<file path="src/rtl/irq_route_pkg.sv">
package irq_route_pkg;
  localparam int STAT_W = 16;
  localparam int IDX_W  = 8;

  // Status word: bit 15 marks a valid event, bits 7:0 carry its index.
  function automatic logic [STAT_W-1:0] make_status(input logic hit, input logic [IDX_W-1:0] idx);
    logic [STAT_W-1:0] w;
    w = '0;
    if (hit) begin
      w[STAT_W-1]  = 1'b1;
      w[IDX_W-1:0] = idx;
    end
    return w;
  endfunction

  // Isolates the lowest set bit of a vector (two's-complement trick).
  function automatic logic [63:0] lowest_bit(input logic [63:0] v);
    return v & (~v + 64'd1);
  endfunction
endpackage

</file>
<file path="src/rtl/irq_pending_set.sv">
module irq_pending_set
  import irq_route_pkg::*;
#(
  parameter int NUM_EVT = 8
) (
  input  logic               clk,
  input  logic               rst_n,
  input  logic [NUM_EVT-1:0] evt_take,
  input  logic               pop,
  output logic               pend_any,
  output logic [STAT_W-1:0]  stat_q
);
  logic [NUM_EVT-1:0] pend_q;
  logic [NUM_EVT-1:0] pop_mask;
  logic [IDX_W-1:0]   pop_idx;
  logic [63:0]        low64;

  assign pend_any = |pend_q;
  assign low64    = lowest_bit(64'(pend_q));
  assign pop_mask = pop ? low64[NUM_EVT-1:0] : '0;

  always_comb begin
    pop_idx = '0;
    for (int i = NUM_EVT-1; i >= 0; i--)
      if (pend_q[i]) pop_idx = IDX_W'(i);
  end

  always_ff @(posedge clk or negedge rst_n) begin
    if (!rst_n) begin
      pend_q <= '0;
      stat_q <= '0;
    end else begin
      // New events win over a pop of the same bit.
      pend_q <= (pend_q & ~pop_mask) | evt_take;
      if (pop) stat_q <= make_status(pend_any, pop_idx);
    end
  end
endmodule

</file>
<file path="src/rtl/irq_sel_reg.sv">
module irq_sel_reg #(
  parameter int          ADDR_W     = 12,
  parameter int          DATA_W     = 16,
  parameter int          NUM_LINES  = 4,
  parameter logic [11:0] SEL_OFFSET = 12'h022,
  localparam int         SEL_W      = $clog2(NUM_LINES)
) (
  input  logic              clk,
  input  logic              rst_n,
  input  logic              wr_en,
  input  logic [ADDR_W-1:0] wr_addr,
  input  logic [DATA_W-1:0] wr_data,
  output logic [SEL_W-1:0]  sel_q
);
  logic hit;
  assign hit = wr_en && (wr_addr == ADDR_W'(SEL_OFFSET));

  always_ff @(posedge clk or negedge rst_n) begin
    if (!rst_n)   sel_q <= '0;
    else if (hit) sel_q <= wr_data[SEL_W-1:0];
  end
endmodule

</file>
<file path="src/rtl/irq_line_drive.sv">
module irq_line_drive #(
  parameter int  NUM_LINES = 4,
  localparam int SEL_W     = $clog2(NUM_LINES)
) (
  input  logic [SEL_W-1:0]     sel,
  input  logic                 active,
  output logic [NUM_LINES-1:0] lvl,
  output logic [NUM_LINES-1:0] oe
);
  for (genvar g = 0; g < NUM_LINES; g++) begin : g_line
    logic chosen;
    assign chosen = (sel == SEL_W'(g));
    assign oe[g]  = chosen;
    assign lvl[g] = chosen & active;
  end
endmodule

</file>
<file path="src/rtl/irq_route.sv">
module irq_route
  import irq_route_pkg::*;
#(
  parameter int          NUM_EVT    = 8,
  parameter int          NUM_LINES  = 4,
  parameter int          ADDR_W     = 12,
  parameter logic [11:0] SEL_OFFSET = 12'h022
) (
  input  logic                 clk,
  input  logic                 rst_n,
  input  logic [NUM_EVT-1:0]   evt_pulse,
  input  logic [NUM_EVT-1:0]   evt_en,
  input  logic                 wr_en,
  input  logic [ADDR_W-1:0]    wr_addr,
  input  logic [15:0]          wr_data,
  input  logic                 rd_stb,
  output logic [15:0]          rd_data,
  output logic [NUM_LINES-1:0] irq_lvl,
  output logic [NUM_LINES-1:0] irq_oe
);
  localparam int SEL_W = $clog2(NUM_LINES);

  // Named internal events, brought out for the checker.
  logic [NUM_EVT-1:0] evt_take;
  logic               evt_accept;
  logic               pend_any;
  logic               zero_read;
  logic               irq_active;
  logic [SEL_W-1:0]   sel_q;

  assign evt_take   = evt_pulse & evt_en;
  assign evt_accept = |evt_take;
  assign zero_read  = rd_stb && !pend_any;

  irq_pending_set #(.NUM_EVT(NUM_EVT)) u_pend (
    .clk(clk), .rst_n(rst_n), .evt_take(evt_take), .pop(rd_stb),
    .pend_any(pend_any), .stat_q(rd_data)
  );

  irq_sel_reg #(.ADDR_W(ADDR_W), .DATA_W(16), .NUM_LINES(NUM_LINES),
                .SEL_OFFSET(SEL_OFFSET)) u_sel (
    .clk(clk), .rst_n(rst_n), .wr_en(wr_en), .wr_addr(wr_addr),
    .wr_data(wr_data), .sel_q(sel_q)
  );

  // Setting wins: an event arriving with the empty read keeps the request.
  always_ff @(posedge clk or negedge rst_n) begin
    if (!rst_n)          irq_active <= 1'b0;
    else if (evt_accept) irq_active <= 1'b1;
    else if (zero_read)  irq_active <= 1'b0;
  end

  irq_line_drive #(.NUM_LINES(NUM_LINES)) u_drive (
    .sel(sel_q), .active(irq_active), .lvl(irq_lvl), .oe(irq_oe)
  );
endmodule

</file>
<file path="config.mk">
export PLATFORM = sky130hd
export DESIGN_NAME = irq_route
export DESIGN_NICKNAME = d
export VERILOG_FILES = /design/src/rtl/irq_route_pkg.sv /design/src/rtl/irq_pending_set.sv /design/src/rtl/irq_sel_reg.sv /design/src/rtl/irq_line_drive.sv /design/src/rtl/irq_route.sv
export SDC_FILE = /design/constraint.sdc
export NUM_CORES = 1
export LEC_CHECK = 0
export ABC_AREA = 1
export BUFFER_PORTS_ARGS = -buffer_cell sky130_fd_sc_hd__buf_4
export CORE_MARGIN = 2
export CORE_UTILIZATION = 38
export DETAILED_ROUTE_END_ITERATION = 8
export GPL_TIMING_DRIVEN = 0
export HOLD_SLACK_MARGIN = 0.05
export PLACE_DENSITY = 0.78
export SYNTH_ARGS = -nofsm -noshare
export SYNTH_HDL_FRONTEND = slang
export SYNTH_SLANG_ARGS = --single-unit
</file>
<file path="constraint.sdc">
create_clock -name clk -period 1.1 [get_ports clk]
set_input_delay 0.055 -clock clk [delete_from_list [all_inputs] [get_ports clk]]
set_output_delay 0.055 -clock clk [all_outputs]
set_load 0.005 [all_outputs]
</file>
==> run summary <==
The synthesized design devotes to its leading area cell type 41.4% of total area. The final non-filler cell total came out at 232. The DRC violations left is 0. Setup repair after global routing could not meet its margin everywhere.

The global-route wire length before repair is 4060 µm. The signed area change from the synthesized netlist to the final layout is 76.7%. In this run the critical register-to-register path is launched from u_pend.pend_q[0].

The max-slew violation count is 0. The hold path depth came out at 6. The number of failing setup endpoints in the final timing report came out at 8. For this run, global-route usage on met3 was measured as 2.54%. The routed length per placed instance is 11.6 µm. The run finished, with violations left.

The post-route fraction of the period consumed by the critical path came out at 106%. Detailed routing inserted a total of 1,034 vias. The horizontal die dimension is 52.9 µm. The gate count of the mapped netlist came out at 124.

The number of hold-slack violations in the final timing report is 0. In this run the most used layer during global routing was met2. Summing all non-filler instances in the final layout gives an area of 1600 µm².

From bottom edge to top edge, the die measures 52.9 µm. The worst setup path is launched from a register. The worst reg-to-reg path cell count is 6.

The number of antenna diodes in the final layout is 0. Yosys printed 0 warnings. The initialized floorplan defines 17 standard-cell rows. The overall die area came out at 2790 µm². The antenna violation net count after detailed routing is 0. The core region is 2230 µm². The H-tree depth is 1. TritonCTS built the clock tree.

The design draws 1290 µW. nand2_1 is the most common cell in the netlist. Derived from the worst setup path, the maximum achievable clock frequency is 861 MHz. The total wire length is 2690 µm. The largest net degree at the start of global routing came out at 16. The clock transition time at the flip-flop clock pins of the worst setup and hold paths is 0.09 ns. The count of TritonRoute iterations in the first routing pass is 4. The total routing usage reported by global routing came out at 19.9%. The met2 usage in global routing is 36.9%. The total cell area at the placement stage came out at 1320 µm². The met1 demand-to-capacity share in global routing is 22.4%. The library cell occupying the most area in the post-synthesis netlist is dfrtp_1.

The number of buffers created by CTS came out at 3. The buffer and inverter count on the worst path came out at 1. By area the synthesized netlist is led by dfrtp_1, nand2_1, buf_4. The cell area after technology mapping is 907 µm². In this run the most critical hold path is launched from wr_addr[0].

The global route total overflow is 0. The net count of the finished layout is 253. The worst endpoint data arrival time came out at 1.11 ns. The final clock skew came out at 0.00411 ns. In this run the register-to-register setup slack is -0.03 ns. The initial cell density of the core is 40.6%. The post-route worst setup slack is -0.0617 ns.

The number of placed instances, taps included is 208. The initial antenna violation count came out at 0. The global placement routability congestion is 0.802. The path with the worst hold slack has its endpoint at u_sel.sel_q[0].

The proportion of layout cells with a drive suffix above 1 is 43.1%. The commonest cells after synthesis are nand2_1, buf_4, dfrtp_1, inv_1, nor2_1. The count of cell types in the netlist came out at 18. The clock sink total is 15.

The endpoint kind of the worst setup timing path is an output pin. Of all nets on the critical path, the largest fanout is 7. The total negative setup slack is -0.279 ns.

The endpoint required time on the critical path came out at 1.04 ns. The flip-flop cell with the highest count after synthesis is dfrtp_1. The max-cap check violation count came out at 0. 72 I/O pins were placed. The share of flip-flops with an asynchronous set or reset is 100%. The number of filler instances in the final layout came out at 179. The leakage component of the power came out at 0.000882 µW. The worst-skew pair later-pin latency came out at 0.30 ns. In this run, synthesis inferred 0 flip-flops with an integrated enable. The checks that failed: negative setup slack. Among cell families on the critical path, the largest total delay comes from flip-flops. The critical path goes through nor3_2, buf_4.

The critical path is of the reg2out type. The final standard cell utilization of the core came out at 71.8%. The root buffer cell is clkbuf_4. In this run the mean area of a mapped cell was 7.32 µm². The sum of net half-perimeters after detailed placement is 1710 µm. The shortest period the worst path allows came out at 1.16 ns. The number of buffer cells added on primary ports is 45. The sequential fraction of the synthesis area came out at 41.4%. The slowest stage of the critical path belongs to the cell dfrtp_2. The maximum buffer depth of the clock tree came out at 2. In this run the worst hold path is classified as in2reg. The flip-flop and latch count after synthesis came out at 15. The number of DRC violations after detailed-routing iteration 0 is 12. The number of global-route vias before repair came out at 986. In this run the critical register-to-register path is captured at u_pend.pend_q[5]. The total power divided by cell area is 803 nW/µm². The maximum vdd ir drop is 0.000602 V.

The delay of the slowest cell on the worst path is 0.48 ns. The detailed-route vias per instance is 4.46.
-- report_power, final --
part / internal (µW) / switching [µW] / total, µW
combinational: 206 / 128 / 334
sequential: 584 / 36.1 / 620
clock: 136 / 197 / 333
-- cell families after synthesis --
group           after synthesis  share of synthesized area [%]
simple gates                 67                           31.9
other cells                   1                          0.413
flops                        15                           41.4
buf+inv                      31                           19.4
compound gates               10                           6.90
-- worst register-to-register path, cell delays in order, from the launching register on --
cell     delay [ns]
dfrtp_1        0.40
inv_2          0.08
nand2_4        0.06
nor2_4         0.19
nand2_4        0.10
o21ai_2        0.13
nand2_1        0.07
-- state kept, by name, summed over array words and instances (netlist names) --
name and count:
u_pend.pend_q 8, u_pend.stat_q 4, u_sel.sel_q 2, irq_active 1
-- metal layers --
metal	wire length (µm)	part of all wire [%]	vias to the layer above
li1	-	-	521
met1	1080	40	466
met2	1440	54	39
met3	116	4.3	8
met4	51	1.9	0
met5	0	0	-
-- worst max-delay path by stage --
stage / slack, ns / from / endpoint / cells past startpoint
3_3_place_gp: 0.06 / u_pend.pend_q[0] / u_pend.pend_q[3] / 6
4_1_cts: -0.07 / u_sel.sel_q[0] / irq_lvl[0] / 2
5_1_grt: -0.12 / u_sel.sel_q[0] / irq_lvl[2] / 2
6_report: -0.06 / u_sel.sel_q[1] / irq_lvl[1] / 2
3_5_place_dp: 0.03 / u_pend.pend_q[0] / u_pend.pend_q[3] / 6
2_1_floorplan: 0.15 / u_pend.pend_q[4] / u_pend.stat_q[15] / 5
-- layout make-up --
class / count / area [µm²] / share of cell area (%)
Timing Repair Buffer: 68 / 572 / 35.7
Clock inverter: 1 / 5.00 / 0.312
Inverter: 15 / 56.3 / 3.51
Buffer: 13 / 97.6 / 6.09
Multi-Input combinational cell: 89 / 435 / 27.2
Tap cell: 28 / 35.0 / 2.19
Clock buffer: 3 / 22.5 / 1.41
Sequential cell: 15 / 379 / 23.7
-- placed cells by master (no fill, tap or decap) --
cell,Yosys,routed
buf_4,16,58
nand2_1,38,37
dlygate4sd3_1,0,20
conb_1,1,12
dfrtp_1,15,12
nor2_1,14,11
inv_1,15,10
inv_2,0,5
nor2_2,1,4
nand3_1,5,4
o21ai_2,2,3
nor3_2,0,3
nand4_1,3,3
clkbuf_4,0,3
buf_6,0,3
dfrtp_2,0,3
nand2_4,1,2
o21ai_0,2,2
o21ai_1,3,2
o21a_1,2,2
nor2_4,1,1
nand2_2,1,1
a21oi_1,1,1
nand3_2,0,1
clkinv_2,0,1
-- timing repair --
item,4_1_cts,5_1_grt
hold buffers,20,0
endpoints found under the hold margin,26,0
pin swaps,2,7
setup endpoints to repair,8,15
buffers inserted,0,3
resized for setup,11,10
-- metrics by stage --
stage	hold slack, ns	worst slack [ns]
2_1_floorplan	-0.241	0.149
3_3_place_gp	-0.0852	0.0639
3_5_place_dp	-0.0824	0.0279
4_1_cts	0.100	-0.0676
5_1_grt	0.129	-0.122
6_report	0.117	-0.0617
No activity file was read; power rests on OpenSTA's default activity.
